[src/rtl/pwc_pkg.sv]
package pwc_pkg;
    localparam int CNT_W  = 8;
    localparam int DATA_W = 8;
    localparam int ADDR_W = 2;

    localparam logic [ADDR_W-1:0] ADR_ENABLE = 2'd0;
    localparam logic [ADDR_W-1:0] ADR_CTRL   = 2'd1;
    localparam logic [ADDR_W-1:0] ADR_RISE   = 2'd2;
    localparam logic [ADDR_W-1:0] ADR_FALL   = 2'd3;

    typedef enum logic [1:0] {
        PH_IDLE      = 2'd0,
        PH_WAIT_RISE = 2'd1,
        PH_WAIT_FALL = 2'd2
    } phase_t;

    typedef struct packed {
        logic rise;
        logic fall;
    } edge_ev_t;

    typedef struct packed {
        logic                  wr;
        logic                  rd;
        logic [ADDR_W-1:0]     addr;
        logic [DATA_W-1:0]     data;
    } bus_req_t;

    function automatic logic [DATA_W-1:0] enable_view(input logic en);
        return {{(DATA_W-1){1'b1}}, en};
    endfunction

    function automatic logic [DATA_W-1:0] ctrl_view(input logic armed);
        return {{(DATA_W-1){1'b0}}, armed};
    endfunction
endpackage

[src/rtl/pwc_counter.sv]
module pwc_counter #(
    parameter int W = 8
) (
    input  logic         clk,
    input  logic         rst,
    output logic [W-1:0] count
);
    always_ff @(posedge clk) begin
        if (rst) count <= '0;
        else     count <= count + 1'b1;
    end

    assert_count_step_R1: assert property (@(posedge clk) disable iff (rst)
        1'b1 |=> count == $past(count) + 1'b1);
endmodule

[src/rtl/pwc_edge_sync.sv]
module pwc_edge_sync
    import pwc_pkg::*;
#(
    parameter int STAGES = 2
) (
    input  logic     clk,
    input  logic     rst,
    input  logic     pin,
    input  logic     enable,
    output edge_ev_t ev
);
    logic [STAGES-1:0] chain;
    logic              prev;

    always_ff @(posedge clk) begin
        if (rst) chain[0] <= 1'b0;
        else     chain[0] <= pin;
    end

    for (genvar s = 1; s < STAGES; s++) begin : g_stage
        always_ff @(posedge clk) begin
            if (rst) chain[s] <= 1'b0;
            else     chain[s] <= chain[s-1];
        end
    end

    always_ff @(posedge clk) begin
        if (rst) prev <= 1'b0;
        else     prev <= chain[STAGES-1];
    end

    always_comb begin
        ev.rise = enable &  chain[STAGES-1] & ~prev;
        ev.fall = enable & ~chain[STAGES-1] &  prev;
    end

    assert_single_edge_R7: assert property (@(posedge clk) disable iff (rst)
        !(ev.rise && ev.fall));
endmodule

[src/rtl/pwc_capture_ctrl.sv]
module pwc_capture_ctrl
    import pwc_pkg::*;
#(
    parameter int W = CNT_W
) (
    input  logic         clk,
    input  logic         rst,
    input  edge_ev_t     ev,
    input  logic [W-1:0] count,
    input  logic         ctrl_rd,
    input  logic         ctrl_wr,
    input  logic         start_val,
    output logic         armed,
    output logic [W-1:0] rise_q,
    output logic [W-1:0] fall_q
);
    phase_t phase;
    logic   read_ok;
    logic   sw_abort;
    logic   sw_arm;

    assign sw_abort = ctrl_wr && !start_val;
    assign sw_arm   = ctrl_wr && start_val && read_ok && (phase == PH_IDLE);
    assign armed    = (phase != PH_IDLE);

    always_ff @(posedge clk) begin
        if (rst)          read_ok <= 1'b0;
        else if (ctrl_wr) read_ok <= 1'b0;
        else if (ctrl_rd) read_ok <= (phase == PH_IDLE);
    end

    always_ff @(posedge clk) begin
        if (rst) begin
            phase  <= PH_IDLE;
            rise_q <= '0;
            fall_q <= '0;
        end else if (sw_abort) begin
            phase <= PH_IDLE;
        end else begin
            unique case (phase)
                PH_IDLE: begin
                    if (sw_arm) phase <= PH_WAIT_RISE;
                end
                PH_WAIT_RISE: begin
                    if (ev.rise) begin
                        rise_q <= count;
                        phase  <= PH_WAIT_FALL;
                    end
                end
                PH_WAIT_FALL: begin
                    if (ev.fall) begin
                        fall_q <= count;
                        phase  <= PH_IDLE;
                    end
                end
                default: phase <= PH_IDLE;
            endcase
        end
    end

    assert_idle_holds_regs_R2: assert property (@(posedge clk) disable iff (rst)
        (phase == PH_IDLE) |=> ($stable(rise_q) && $stable(fall_q)));

    assert_rise_loads_count_R3: assert property (@(posedge clk) disable iff (rst)
        (phase == PH_WAIT_RISE && ev.rise && !sw_abort) |=> rise_q == $past(count));

    assert_fall_disarms_R5: assert property (@(posedge clk) disable iff (rst)
        (phase == PH_WAIT_FALL && ev.fall) |=> !armed);

    assert_arm_needs_read_R6: assert property (@(posedge clk) disable iff (rst)
        (phase == PH_IDLE && !read_ok) |=> !armed);

    assert_early_fall_ignored_R10: assert property (@(posedge clk) disable iff (rst)
        (phase == PH_WAIT_RISE && !ev.rise && !sw_abort) |=> phase == PH_WAIT_RISE);

    assert_abort_idle_R11: assert property (@(posedge clk) disable iff (rst)
        sw_abort |=> !armed);
endmodule

[src/rtl/pwc_capture_top.sv]
module pwc_capture_top
    import pwc_pkg::*;
#(
    parameter int SYNC_STAGES = 2
) (
    input  logic              clk,
    input  logic              rst,
    input  logic              cap_pin,
    input  logic [ADDR_W-1:0] bus_addr,
    input  logic              bus_wr,
    input  logic              bus_rd,
    input  logic [DATA_W-1:0] bus_wdata,
    output logic [DATA_W-1:0] bus_rdata
);
    bus_req_t         req;
    edge_ev_t         ev;
    logic [CNT_W-1:0] count;
    logic [CNT_W-1:0] rise_q;
    logic [CNT_W-1:0] fall_q;
    logic             pin_en;
    logic             armed;

    always_comb begin
        req.wr   = bus_wr;
        req.rd   = bus_rd;
        req.addr = bus_addr;
        req.data = bus_wdata;
    end

    always_ff @(posedge clk) begin
        if (rst)                                pin_en <= 1'b0;
        else if (req.wr && req.addr == ADR_ENABLE) pin_en <= req.data[0];
    end

    pwc_counter #(.W(CNT_W)) u_cnt (
        .clk   (clk),
        .rst   (rst),
        .count (count)
    );

    pwc_edge_sync #(.STAGES(SYNC_STAGES)) u_sync (
        .clk    (clk),
        .rst    (rst),
        .pin    (cap_pin),
        .enable (pin_en),
        .ev     (ev)
    );

    pwc_capture_ctrl #(.W(CNT_W)) u_ctrl (
        .clk       (clk),
        .rst       (rst),
        .ev        (ev),
        .count     (count),
        .ctrl_rd   (req.rd && req.addr == ADR_CTRL),
        .ctrl_wr   (req.wr && req.addr == ADR_CTRL),
        .start_val (req.data[0]),
        .armed     (armed),
        .rise_q    (rise_q),
        .fall_q    (fall_q)
    );

    always_comb begin
        unique case (req.addr)
            ADR_ENABLE: bus_rdata = enable_view(pin_en);
            ADR_CTRL:   bus_rdata = ctrl_view(armed);
            ADR_RISE:   bus_rdata = rise_q;
            default:    bus_rdata = fall_q;
        endcase
    end

    assert_reserved_ctrl_R8: assert property (@(posedge clk) disable iff (rst)
        (req.addr == ADR_CTRL) |-> bus_rdata[DATA_W-1:1] == '0);

    assert_readonly_caps_R9: assert property (@(posedge clk) disable iff (rst)
        (req.wr && (req.addr == ADR_RISE || req.addr == ADR_FALL) && !armed)
            |=> ($stable(rise_q) && $stable(fall_q)));
endmodule

[config.mk]
export PLATFORM = sky130hd
export DESIGN_NAME = pwc_capture_top
export DESIGN_NICKNAME = d
export VERILOG_FILES = /design/src/rtl/pwc_pkg.sv /design/src/rtl/pwc_counter.sv /design/src/rtl/pwc_edge_sync.sv /design/src/rtl/pwc_capture_ctrl.sv /design/src/rtl/pwc_capture_top.sv
export SDC_FILE = /design/constraint.sdc
export NUM_CORES = 1
export LEC_CHECK = 0
export ABC_AREA = 1
export BUFFER_PORTS_ARGS = -buffer_cell sky130_fd_sc_hd__buf_2
export CORE_MARGIN = 2
export CORE_UTILIZATION = 49
export CTS_CLUSTER_DIAMETER = 120
export DETAILED_ROUTE_END_ITERATION = 7
export GPL_TIMING_DRIVEN = 0
export PLACE_DENSITY = 0.73
export SLEW_MARGIN = 30
export SYNTH_ARGS = -nofsm -noshare
export SYNTH_HDL_FRONTEND = slang
export SYNTH_SLANG_ARGS = --single-unit
export TNS_END_PERCENT = 1
[constraint.sdc]
create_clock -name clk -period 1.1 [get_ports clk]
set_input_delay 0.22 -clock clk [delete_from_list [all_inputs] [get_ports clk]]
set_output_delay 0.22 -clock clk [all_outputs]
set_load 0.02 [all_outputs]
### Word level (Yosys, flattened, before mapping)

Cells that the tools add are included.

* flip-flop bits (word level): 31
* input bits: 15
* output and inout bits: 8
* logic and storage cells: 45

* muxes and demuxes: 5
* reduce and logical (&&, ||, !) cells: 16
* bitwise operators: 7
* add/subtract/negate cells: 1
* equality and inequality tests: 7

Operators by type and width (count)
* $pmux 8 s3: 1
* $reduce_and 3->1: 3
* $add 8x1->8 const B: 1
* $logic_and 1x1->1: 7
* $mux 2: 3
* $pmux 2 s3: 1
* $and 1x1->1: 4
* $eq 2x1->1 const B: 2
* $eq 2x2->1 const B: 2
* $logic_not 2->1: 2
* $ne 2x2->1 const B: 2
* $reduce_or 2->1: 2
* $not 1->1: 3
* $ne 2x1->1 const B: 1
* $reduce_bool 2->1: 1
* $logic_not 1->1: 1

### Logic depth before layout (Yosys ltp)

Gate-level depths: netlist (run 1).

* depth in word-level cells: 7
* depth in mapped cells: 7

### By module

From an unflattened synthesis (run 1), not the netlist that was laid out.

* cells, all modules: 222
* area total of the unflattened synthesis: 1521.5 µm²

Modules (own cells, without submodules)
* pwc_capture_ctrl: instances 1, seq. area each 380.4 µm², area an instance 857.1 µm², cells each 120
* pwc_counter: instances 1, seq. area each 160.2 µm², area an instance 342.8 µm², cells each 46
* pwc_capture_top: instances 1, seq. area each 20.0 µm², area an instance 224.0 µm², cells each 43
* pwc_edge_sync: instances 1, seq. area each 60.1 µm², area an instance 97.6 µm², cells each 13

### Worst setup path before layout (run 1)

OpenSTA, ideal clock, no wires.

* path kind: reg-to-reg
* start: register pin_en
* end: register u_ctrl.rise_q[0]
* clock period less this slack: 1.078 ns
* data required time: 0.987 ns
* setup slack: 0.022 ns
* path buffers: 0
* library setup time: 0.113 ns
* stages on the path, launching flop included: 6
* data arrival time: 0.965 ns
* cells stage by stage: dfxtp_1 nand3_1 nor2_1 nand3_1 nand2_1 nor2_1

* word-level cells in the longest chain between the ends: 3

Ends and longest elaborated chain
* start: declaration: RTL line pwc_capture_top.sv:20 `logic pin_en;`
* start signal: assignment: RTL line pwc_capture_top.sv:32 `else if (req.wr && req.addr == ADR_ENABLE) pin_en <= req.data[0];`
* $and 1x1->1 (2 in series): RTL line pwc_edge_sync.sv:33 `ev.rise = enable & chain[STAGES-1] & ~prev;`
* $reduce_and 3->1 (no line)
* end signal: assignment: RTL line pwc_capture_ctrl.sv:46 `rise_q <= count;`
* end: declaration: RTL line pwc_capture_ctrl.sv:14 `output logic [W-1:0] rise_q,`

Every way passes these cells.
A chain may end at the register's enable or synchronous reset.

### Worst setup path after layout (run 1)

* start: register u_ctrl.phase[0]
* end: output port bus_rdata[0]

* word-level cells in the longest chain between the ends: 2

Ends and longest elaborated chain
* start: declaration: RTL line pwc_capture_ctrl.sv:17 `phase_t phase;`
* start signal: assignment: RTL line pwc_capture_ctrl.sv:34 `phase <= PH_IDLE;`
* start signal: assignment: RTL line pwc_capture_ctrl.sv:38 `phase <= PH_IDLE;`
* start signal: assignment: RTL line pwc_capture_ctrl.sv:42 `if (sw_arm) phase <= PH_WAIT_RISE;`
* $reduce_bool 2->1: RTL line pwc_capture_ctrl.sv:24 `assign armed = (phase != PH_IDLE);`
* $pmux 8 s3: RTL line pwc_capture_top.sv:63 `unique case (req.addr)`
* end: declaration: RTL line pwc_capture_top.sv:13 `output logic [DATA_W-1:0] bus_rdata`

Every way passes these cells.

==> flow_summary.toml, run 1 <==
[yosys]
synthXorXnorAreaFrac_pct = 0.596
seq_area_frac_synth_pct = 42.2
synth_cell_types = 18
syn_area_per_cell_sq_um = 6.68
synth_nets = 236
synth-compound-area-share_pct = 5.45
synth_top_family_by_area = "simple AND/OR/NAND/NOR gates"
synth-seq-cells = 31
yosysWarnings = 0
synthAdderAreaFrac_pct = 0.852
syn_area_sq_um = 1470
synthSimpleGateAreaFrac_pct = 41.7
synthMuxAreaShare_pct = 0
synthesis.instances = 220

[routing]
ant_nets = 0
drc = 2
routed_via_density = 5.05
detail_route.iter0.violations = 51
avgRoutedWirePerCell_um = 11.4
first_pass_iters = 6
drt_wl_total_um = 3150
vias = 1388

[placement]
place.gp.congestion = 0.786
hpwl_um = 2110
numPortBuffers = 14

[clocking]
cts_tree = "built"
clkTransAtPathRegs_ns = 0.09
clock_path_buffers = 2
clock_sinks = 31
clock_latency_ns = 0.34
cts-root-buf = "clkbuf_4"
htree_levels = 2
cts_buffers = 5
cts_hold_buf = 0

[global_routing]
antenna_found_initial = 0
grt_max_degree = 11
grt_overflow = 0
grt_pass1_wl_um = 5310
track_usage_pct = 20.6
grt_pass1_vias = 1202

[timing]
period_share_pct = 124
hold_viol_final = 0
finalMaxSlewViolations = 0
fmax_mhz = 732
post-route-min-period_ns = 1.37
fin_ws_ns = -0.266
setup_viol = 21
fin_setup_tns_ns = -1.79
fin_skew_ns = 0.00651
rsz0062_at_grt = "true"
relSlewSlack_pct = 82.7
holdWs_ns = 0.0822
worstMarginPinSlew_ns = 0.259

[final_layout]
area_growth_pct = 17.4
diodes = 0
finalNetCount = 259
final_common_cell = "nor2_1"
drive_gt1_share_pct = 23.4
fillers = 291
layout_common_cells = "nor2_1, nand2_1, dfxtp_1, nand3_1, inv_1"

[critical_path]
criticalPathCategory = "reg -> out"
cp_max_fo = 2
start_kind = "register"
worstSetupEndpointType = "primary output"
cp.required_ns = 0.88
reg2reg_slack_ns = -0.10
arrival_ns = 1.15

[pwr]
intPower_mw = 1.58
p_sw_mw = 0.528
p_clk_share_pct = 36.3
combPwrFrac_pct = 8.8
cellLeakagePower_nw = 0.753
sw_frac_of_total_pct = 25.1
power_density_nw_per_um2 = 1220
seqPwrFrac_pct = 54.9
max-vdd-ir-drop_mv = 0.864
p_total_mw = 2.10

[run]
drv_cap = 0

[run_status]
violations = "design-rule violations, negative setup slack"
outcome = "finished, violations left"

[floorplanning]
start_util_pct = 52.4
core_sq_um = 2810
dieHeight_um = 58.8
io_pins = 23
dieArea_sq_um = 3450
rows = 19
die_w_um = 58.8

[worst_hold_path]
hp-class = "in -> reg"
==> registers in the layout (all words and copies together) (netlist names) <==
name            flops
u_cnt.count         8
u_sync.prev         1
u_ctrl.read_ok      1
u_sync.chain        2
u_ctrl.fall_q       8
u_ctrl.rise_q       8
u_ctrl.phase        2
pin_en              1
==> metal layers <==
layer	GRT usage (%)	wire length, um	vias up
met2	30.0	1430	29
li1	-	-	737
met5	0	0	-
met1	27.9	1490	614
met4	10.7	70	0
met3	5.27	154	8
==> stage by stage <==
| step | cell area (sq um) | instances | setup WS [ns] | util, % |
|---|---|---|---|---|
| 2_1_floorplan | 1470 | 220 | 0.0221 | - |
| 3_3_place_gp | 1580 | 265 | -0.224 | 56.2 |
| 3_5_place_dp | 1580 | 265 | -0.227 | 56.2 |
| 4_1_cts | 1690 | 275 | -0.273 | 60.2 |
| 5_1_grt | 1720 | 275 | -0.308 | 61.5 |
| 6_report | 1720 | 275 | -0.266 | 61.5 |
==> what timing repair did <==
action                     CTS  global route
resized for setup           15            16
buffers inserted             2             0
pin swaps                    3             7
setup endpoints to repair   25            27
==> Yosys cell counts, drive strengths merged <==
library cell,count,area (sq um)
ha,1,12.5
nor3,3,15.0
o21ai,10,50.1
nand3,26,135
nor2,56,235
inv,26,97.6
dfxtp,31,621
buf,5,37.5
xor2,1,8.76
nand2,53,199
nand4,2,27.5
a21oi,6,30.0
==> worst paths after layout <==
| kind | start | to | cells after the start |
|---|---|---|---|
| hold / removal | cap_pin | u_sync.chain[0] | 3 |
| setup reg to reg | u_ctrl.phase[0] | u_ctrl.fall_q[2] | 8 |
| hold reg to reg | u_sync.chain[0] | u_sync.chain[1] | 2 |
| setup / recovery | u_ctrl.phase[0] | bus_rdata[0] | 5 |
==> cells by family (layout without fill, tap and decap cells) <==
family / Yosys count / in the layout
and+or+nand+nor: 140 / 140
DFF: 31 / 31
adders and majority gates: 1 / 1
xor gates and xnor gates: 1 / 1
buffers and inverters: 31 / 55
AOI/OAI and AO/OA: 16 / 16
==> final cells by class <==
| cell class | count | area (sq um) | area share, % |
|---|---|---|---|
| plain buffers | 5 | 37.5 | 2.18 |
| clock buffers | 8 | 68.8 | 3.99 |
| inverters | 26 | 97.6 | 5.66 |
| multi-input cells | 158 | 763 | 44.3 |
| flip-flops and latches | 31 | 631 | 36.6 |
| well taps | 31 | 38.8 | 2.25 |
| repair buffers | 16 | 87.6 | 5.08 |
==> power by group through the flow <==
stage	combinational, mW	clock, mW	sequential (mW)
floorplan	0.122	0	1.17
global placement	0.177	0	1.18
detailed placement	0.179	0	1.18
CTS	0.182	0.785	1.16
global route	0.213	0.836	1.16
finish	0.185	0.764	1.16
==> critical path: stages, from the launching register on <==
cell,delay [ns]
dfxtp_2,0.34
nor2_4,0.12
inv_2,0.05
nand3_1,0.06
nand4_1,0.08
buf_4,0.16
(Power assumes the default switching activity.)
==> inputs of run 2 (changes only) <==
--- a/config.mk
+++ b/config.mk
@@ -8,11 +8,11 @@
 export ABC_AREA = 1
 export BUFFER_PORTS_ARGS = -buffer_cell sky130_fd_sc_hd__buf_2
 export CORE_MARGIN = 2
-export CORE_UTILIZATION = 49
+export CORE_UTILIZATION = 30
 export CTS_CLUSTER_DIAMETER = 120
 export DETAILED_ROUTE_END_ITERATION = 7
 export GPL_TIMING_DRIVEN = 0
-export PLACE_DENSITY = 0.73
+export PLACE_DENSITY = 0.49
 export SLEW_MARGIN = 30
 export SYNTH_ARGS = -nofsm -noshare
 export SYNTH_HDL_FRONTEND = slang
==> flow_summary.toml, run 2 (synthesized netlist as in run 1, its figures left out) <==
[critical_path]
cp.required_ns = 0.88
start_kind = "register"
cp-startpoint = "u_ctrl.phase[1]"
crit_path_cell_trace = "nor2_4, inv_2, nand3_2, nand4_1, buf_4"
criticalPathCategory = "reg -> out"
cp_max_fo = 3
critPathBufInv = 2
cp_num_cells = 5
crit_path_top_delay_cell = "dfxtp_2"
reg2reg_slack_ns = -0.14
ff2ff_path_depth = 8
arrival_ns = 1.06
cp_top_family = "flip-flops"
r2r_start = "u_ctrl.phase[0]"
crit_end = "bus_rdata[0]"
max_stage_delay_ns = 0.34
regToRegEndpoint = "u_ctrl.fall_q[4]"
worstSetupEndpointType = "primary output"

[final_layout]
drive_gt1_share_pct = 20.9
fillers = 527
reg_top3 = "u_cnt.count (8), u_ctrl.fall_q (8), u_ctrl.rise_q (8)"
diodes = 0
layout_common_cells = "nand2_1, nor2_1, dfxtp_1, nand3_1, inv_1"
register_area_sq_um = 628
final_common_cell = "nand2_1"
area_growth_pct = 20.6
finalNonFillerCells = 311
finalNetCount = 259
multi_input_area_sq_um = 756

[global_routing]
grt_pass1_vias = 1204
antenna_found_initial = 0
grt_pass1_wl_um = 5780
grt_overflow = 0
track_usage_pct = 14.2
grt_max_degree = 11

[routing]
detail_route.iter0.violations = 85
dr_wl_met3_um = 91
first_pass_iters = 4
routed_via_density = 4.35
ant_nets = 0
routed.top_layer = "met4"
wl_met1_um = 1650
drt_wl_total_um = 3290
avgRoutedWirePerCell_um = 10.6
drc = 0
vias = 1354
wl_met2_um = 1460

[timing]
finalMaxSlewViolations = 0
worstMarginPinSlew_ns = 0.269
fmax_mhz = 779
fin_skew_ns = 0.00312
setup_viol = 22
period_share_pct = 117
relSlewSlack_pct = 82.0
fin_setup_tns_ns = -1.66
rsz0062_at_grt = "true"
hold_viol_final = 0
post-route-min-period_ns = 1.28
fin_ws_ns = -0.184

[floorplanning]
die_w_um = 74.0
rows = 25
dieHeight_um = 74.0
core_sq_um = 4720
dieArea_sq_um = 5470
io_pins = 23
start_util_pct = 31.1

[placement]
placedCellCount = 301
numPortBuffers = 14
hpwl_um = 2330
place.gp.congestion = 0.766

[clocking]
clock_latency_ns = 0.28
clock_path_buffers = 2
cts_buffers = 5
cts-root-buf = "clkbuf_8"
htree_levels = 2
clock_sinks = 31
cts_tree = "built"
clkTransAtPathRegs_ns = 0.06

[worst_hold_path]
hp-class = "in -> reg"

[pwr]
seqPwrFrac_pct = 52.7
p_total_mw = 2.19
cellLeakagePower_nw = 0.758
sw_frac_of_total_pct = 24.9
combPwrFrac_pct = 8.5
max-vdd-ir-drop_mv = 0.671
p_clk_share_pct = 38.8
power_density_nw_per_um2 = 1240
intPower_mw = 1.65
p_sw_mw = 0.544

[run_status]
violations = "negative setup slack"
outcome = "finished, violations left"

[run]
drv_cap = 0
run 2: cell count changes in the layout (fill, tap and decap cells not counted), sizes merged:
cell | before | now
clkinv | 0 | 1
clkbuf | 8 | 7
run 2: area by class of cell:
| class | instances | share of cell area, % |
|---|---|---|
| tap | 67 | 4.73 |
| multi-input combinational | 158 | 42.7 |
| clock inverter | 1 | 0.282 |
| sequential | 31 | 35.5 |
| buffer | 5 | 2.12 |
| clock buffer | 7 | 4.31 |
| timing repair buffer | 16 | 4.94 |
| inverter | 26 | 5.51 |
run 2: timing repair:
item / in CTS / in global routing
gates cloned: 0 / 0
hold buffers: 0 / 0
pin swaps: 2 / 6
hold endpoints to repair: 0 / 0
setup endpoints to repair: 25 / 29
setup buffers: 2 / 0
resized for setup: 12 / 13
run 2: per-layer routing:
layer	vias up	global-route usage, %
li1	728	-
met1	597	19.3
met2	21	21.5
met3	8	3.66
met4	0	5.45
met5	-	0
run 2: power by group through the flow:
stage	clock, mW	sequential (mW)	combinational (mW)
floorplan	0	1.17	0.122
global placement	0	1.18	0.183
detailed placement	0	1.18	0.184
CTS	0.895	1.15	0.187
global route	0.951	1.16	0.217
finish	0.850	1.16	0.186
run 2: per-stage QoR:
| stage | cell area, sq um | hold WS [ns] | util, % | worst slack (ns) |
|---|---|---|---|---|
| 5_1_grt | 1770 | 0.141 | 37.5 | -0.252 |
| 6_report | 1770 | 0.140 | 37.5 | -0.184 |
| 2_1_floorplan | 1470 | 0.327 | - | 0.0221 |
| 4_1_cts | 1750 | 0.135 | 37.0 | -0.224 |
| 3_5_place_dp | 1620 | 0.398 | 34.4 | -0.271 |
| 3_3_place_gp | 1620 | 0.390 | 34.4 | -0.278 |
run 2: worst min path at each step:
stage | startpoint | end | cells past startpoint
final | cap_pin | u_sync.chain[0] | 3
after floorplan | cap_pin | u_sync.chain[0] | 2
after CTS | cap_pin | u_sync.chain[0] | 3
after global routing | cap_pin | u_sync.chain[0] | 3
after detailed placement | u_sync.chain[0] | u_sync.chain[1] | 2
after global placement | u_sync.chain[0] | u_sync.chain[1] | 2
run 2: worst min-delay path, delay by kind of cell:
family        cells  cell delay, ns
buf+inv           2            0.10
simple gates      1            0.06
==> inputs of run 3 (changes only) <==
--- a/config.mk
+++ b/config.mk
@@ -7,7 +7,6 @@
 export LEC_CHECK = 0
 export ABC_AREA = 1
 export BUFFER_PORTS_ARGS = -buffer_cell sky130_fd_sc_hd__buf_2
-export CORE_MARGIN = 2
 export CORE_UTILIZATION = 30
 export CTS_CLUSTER_DIAMETER = 120
 export DETAILED_ROUTE_END_ITERATION = 7
==> constraint.sdc (replaced) <==
create_clock -name clk -period 1.1 [get_ports clk]
set_input_delay 0.165 -clock clk [delete_from_list [all_inputs] [get_ports clk]]
set_output_delay 0.165 -clock clk [all_outputs]
set_load 0.02 [all_outputs]
==> flow_summary.toml, run 3 (synthesized netlist as in run 1, its figures left out) <==
[run_status]
outcome = "finished, violations left"
violations = "negative setup slack"

[critical_path]
arrival_ns = 1.06
start_kind = "register"
cp_max_fo = 3
worstSetupEndpointType = "primary output"
cp.required_ns = 0.94
reg2reg_slack_ns = 0.01
criticalPathCategory = "reg -> out"

[routing]
ant_nets = 0
detail_route.iter0.violations = 102
vias = 1309
first_pass_iters = 4
wl_met2_um = 1330
routed.top_layer = "met4"
avgRoutedWirePerCell_um = 10.2
drt_wl_total_um = 3160
dr_wl_met3_um = 80
routed_via_density = 4.22
wl_met1_um = 1680
drc = 0

[placement]
preCtsSetupSlack_ns = -0.280
placedCellCount = 301
place.gp.congestion = 0.807
numPortBuffers = 14
hpwl_um = 2370

[global_routing]
grt_max_degree = 11
grt_pass1_vias = 1138
grt_overflow = 0
track_usage_pct = 13.8
antenna_found_initial = 0
grt_pass1_wl_um = 5380

[clocking]
cts_tree = "built"
cts_buffers = 5
cts-root-buf = "clkbuf_8"
htree_levels = 2
clkTransAtPathRegs_ns = 0.06
clock_latency_ns = 0.28
clock_sinks = 31
clock_path_buffers = 2

[timing]
period_share_pct = 111
fin_ws_ns = -0.126
post-route-min-period_ns = 1.23
worstMarginPinSlew_ns = 0.231
finalMaxSlewViolations = 0
fin_skew_ns = 0.00497
hold_viol_final = 0
holdWs_ns = 0.0867
setup_viol = 8
relSlewSlack_pct = 84.6
rsz0062_at_grt = "true"
fmax_mhz = 816

[floorplanning]
start_util_pct = 31.1
io_pins = 23
die_w_um = 72.0
rows = 25
core_sq_um = 4720
dieArea_sq_um = 5180
dieHeight_um = 72.0

[final_layout]
reg_top3 = "u_cnt.count (8), u_ctrl.fall_q (8), u_ctrl.rise_q (8)"
drive_gt1_share_pct = 23.0
layout_common_cells = "nor2_1, nand2_1, nand3_1, dfxtp_1, inv_1"
finalNonFillerCells = 310
finalNetCount = 258
diodes = 0
final_common_cell = "nor2_1"
area_growth_pct = 22.2

[worst_hold_path]
hp-class = "in -> reg"

[pwr]
max-vdd-ir-drop_mv = 0.483
cellLeakagePower_nw = 0.763
p_total_mw = 2.31
power_density_nw_per_um2 = 1280

[run]
drv_cap = 0
-- run 3: routing by layer --
layer  GRT usage (%)  vias to the layer above
met3            3.75                        6
li1                -                      731
met1            18.5                      552
met4            6.54                        0
met5               0                        -
met2            20.6                       20
-- run 3: layout make-up --
type | instances | area [sq um]
fillers | 525 | 2930
clock buffers | 8 | 100
plain buffers | 5 | 37.5
inverters | 26 | 97.6
flip-flops and latches | 31 | 633
repair buffers | 15 | 80.1
multi-input cells | 158 | 763
well taps | 67 | 83.8
-- run 3: worst max-delay path, stage by stage (launching register included) --
cell     delay (ns)
dfxtp_2        0.34
nor2_4         0.11
inv_2          0.05
nand3_2        0.04
nand4_1        0.08
buf_4          0.17
-- run 3: worst paths after layout --
kind | cells past startpoint | from | to
worst min-delay path | 3 | cap_pin | u_sync.chain[0]
worst max register to register | 7 | u_ctrl.phase[1] | u_ctrl.rise_q[1]
worst max-delay path | 5 | u_ctrl.phase[0] | bus_rdata[0]
worst min register to register | 2 | u_sync.chain[0] | u_sync.chain[1]
-- run 3: through the flow --
step | util, % | TNS [ns] | instance area [sq um]
2_1_floorplan | - | 0 | 1470
6_report | 38.0 | -0.216 | 1800
3_3_place_gp | 34.4 | -2.93 | 1620
4_1_cts | 37.7 | -0.357 | 1780
3_5_place_dp | 34.4 | -3.22 | 1620
5_1_grt | 38.0 | -1.82 | 1800
-- run 3: repair_timing --
action | 4_1_cts | 5_1_grt
pin swaps | 5 | 0
hold buffers | 0 | 0
buffers inserted | 1 | 0
gates resized for setup | 21 | 7
endpoints found under the setup margin | 26 | 28
-- run 3: where the power goes --
group	total (mW)	switching (mW)	internal [mW]	leakage (nW)
combinational	0.182	0.121	0.0615	0.457
sequential	1.16	0.0152	1.14	0.255
clock	0.967	0.397	0.570	0.0515
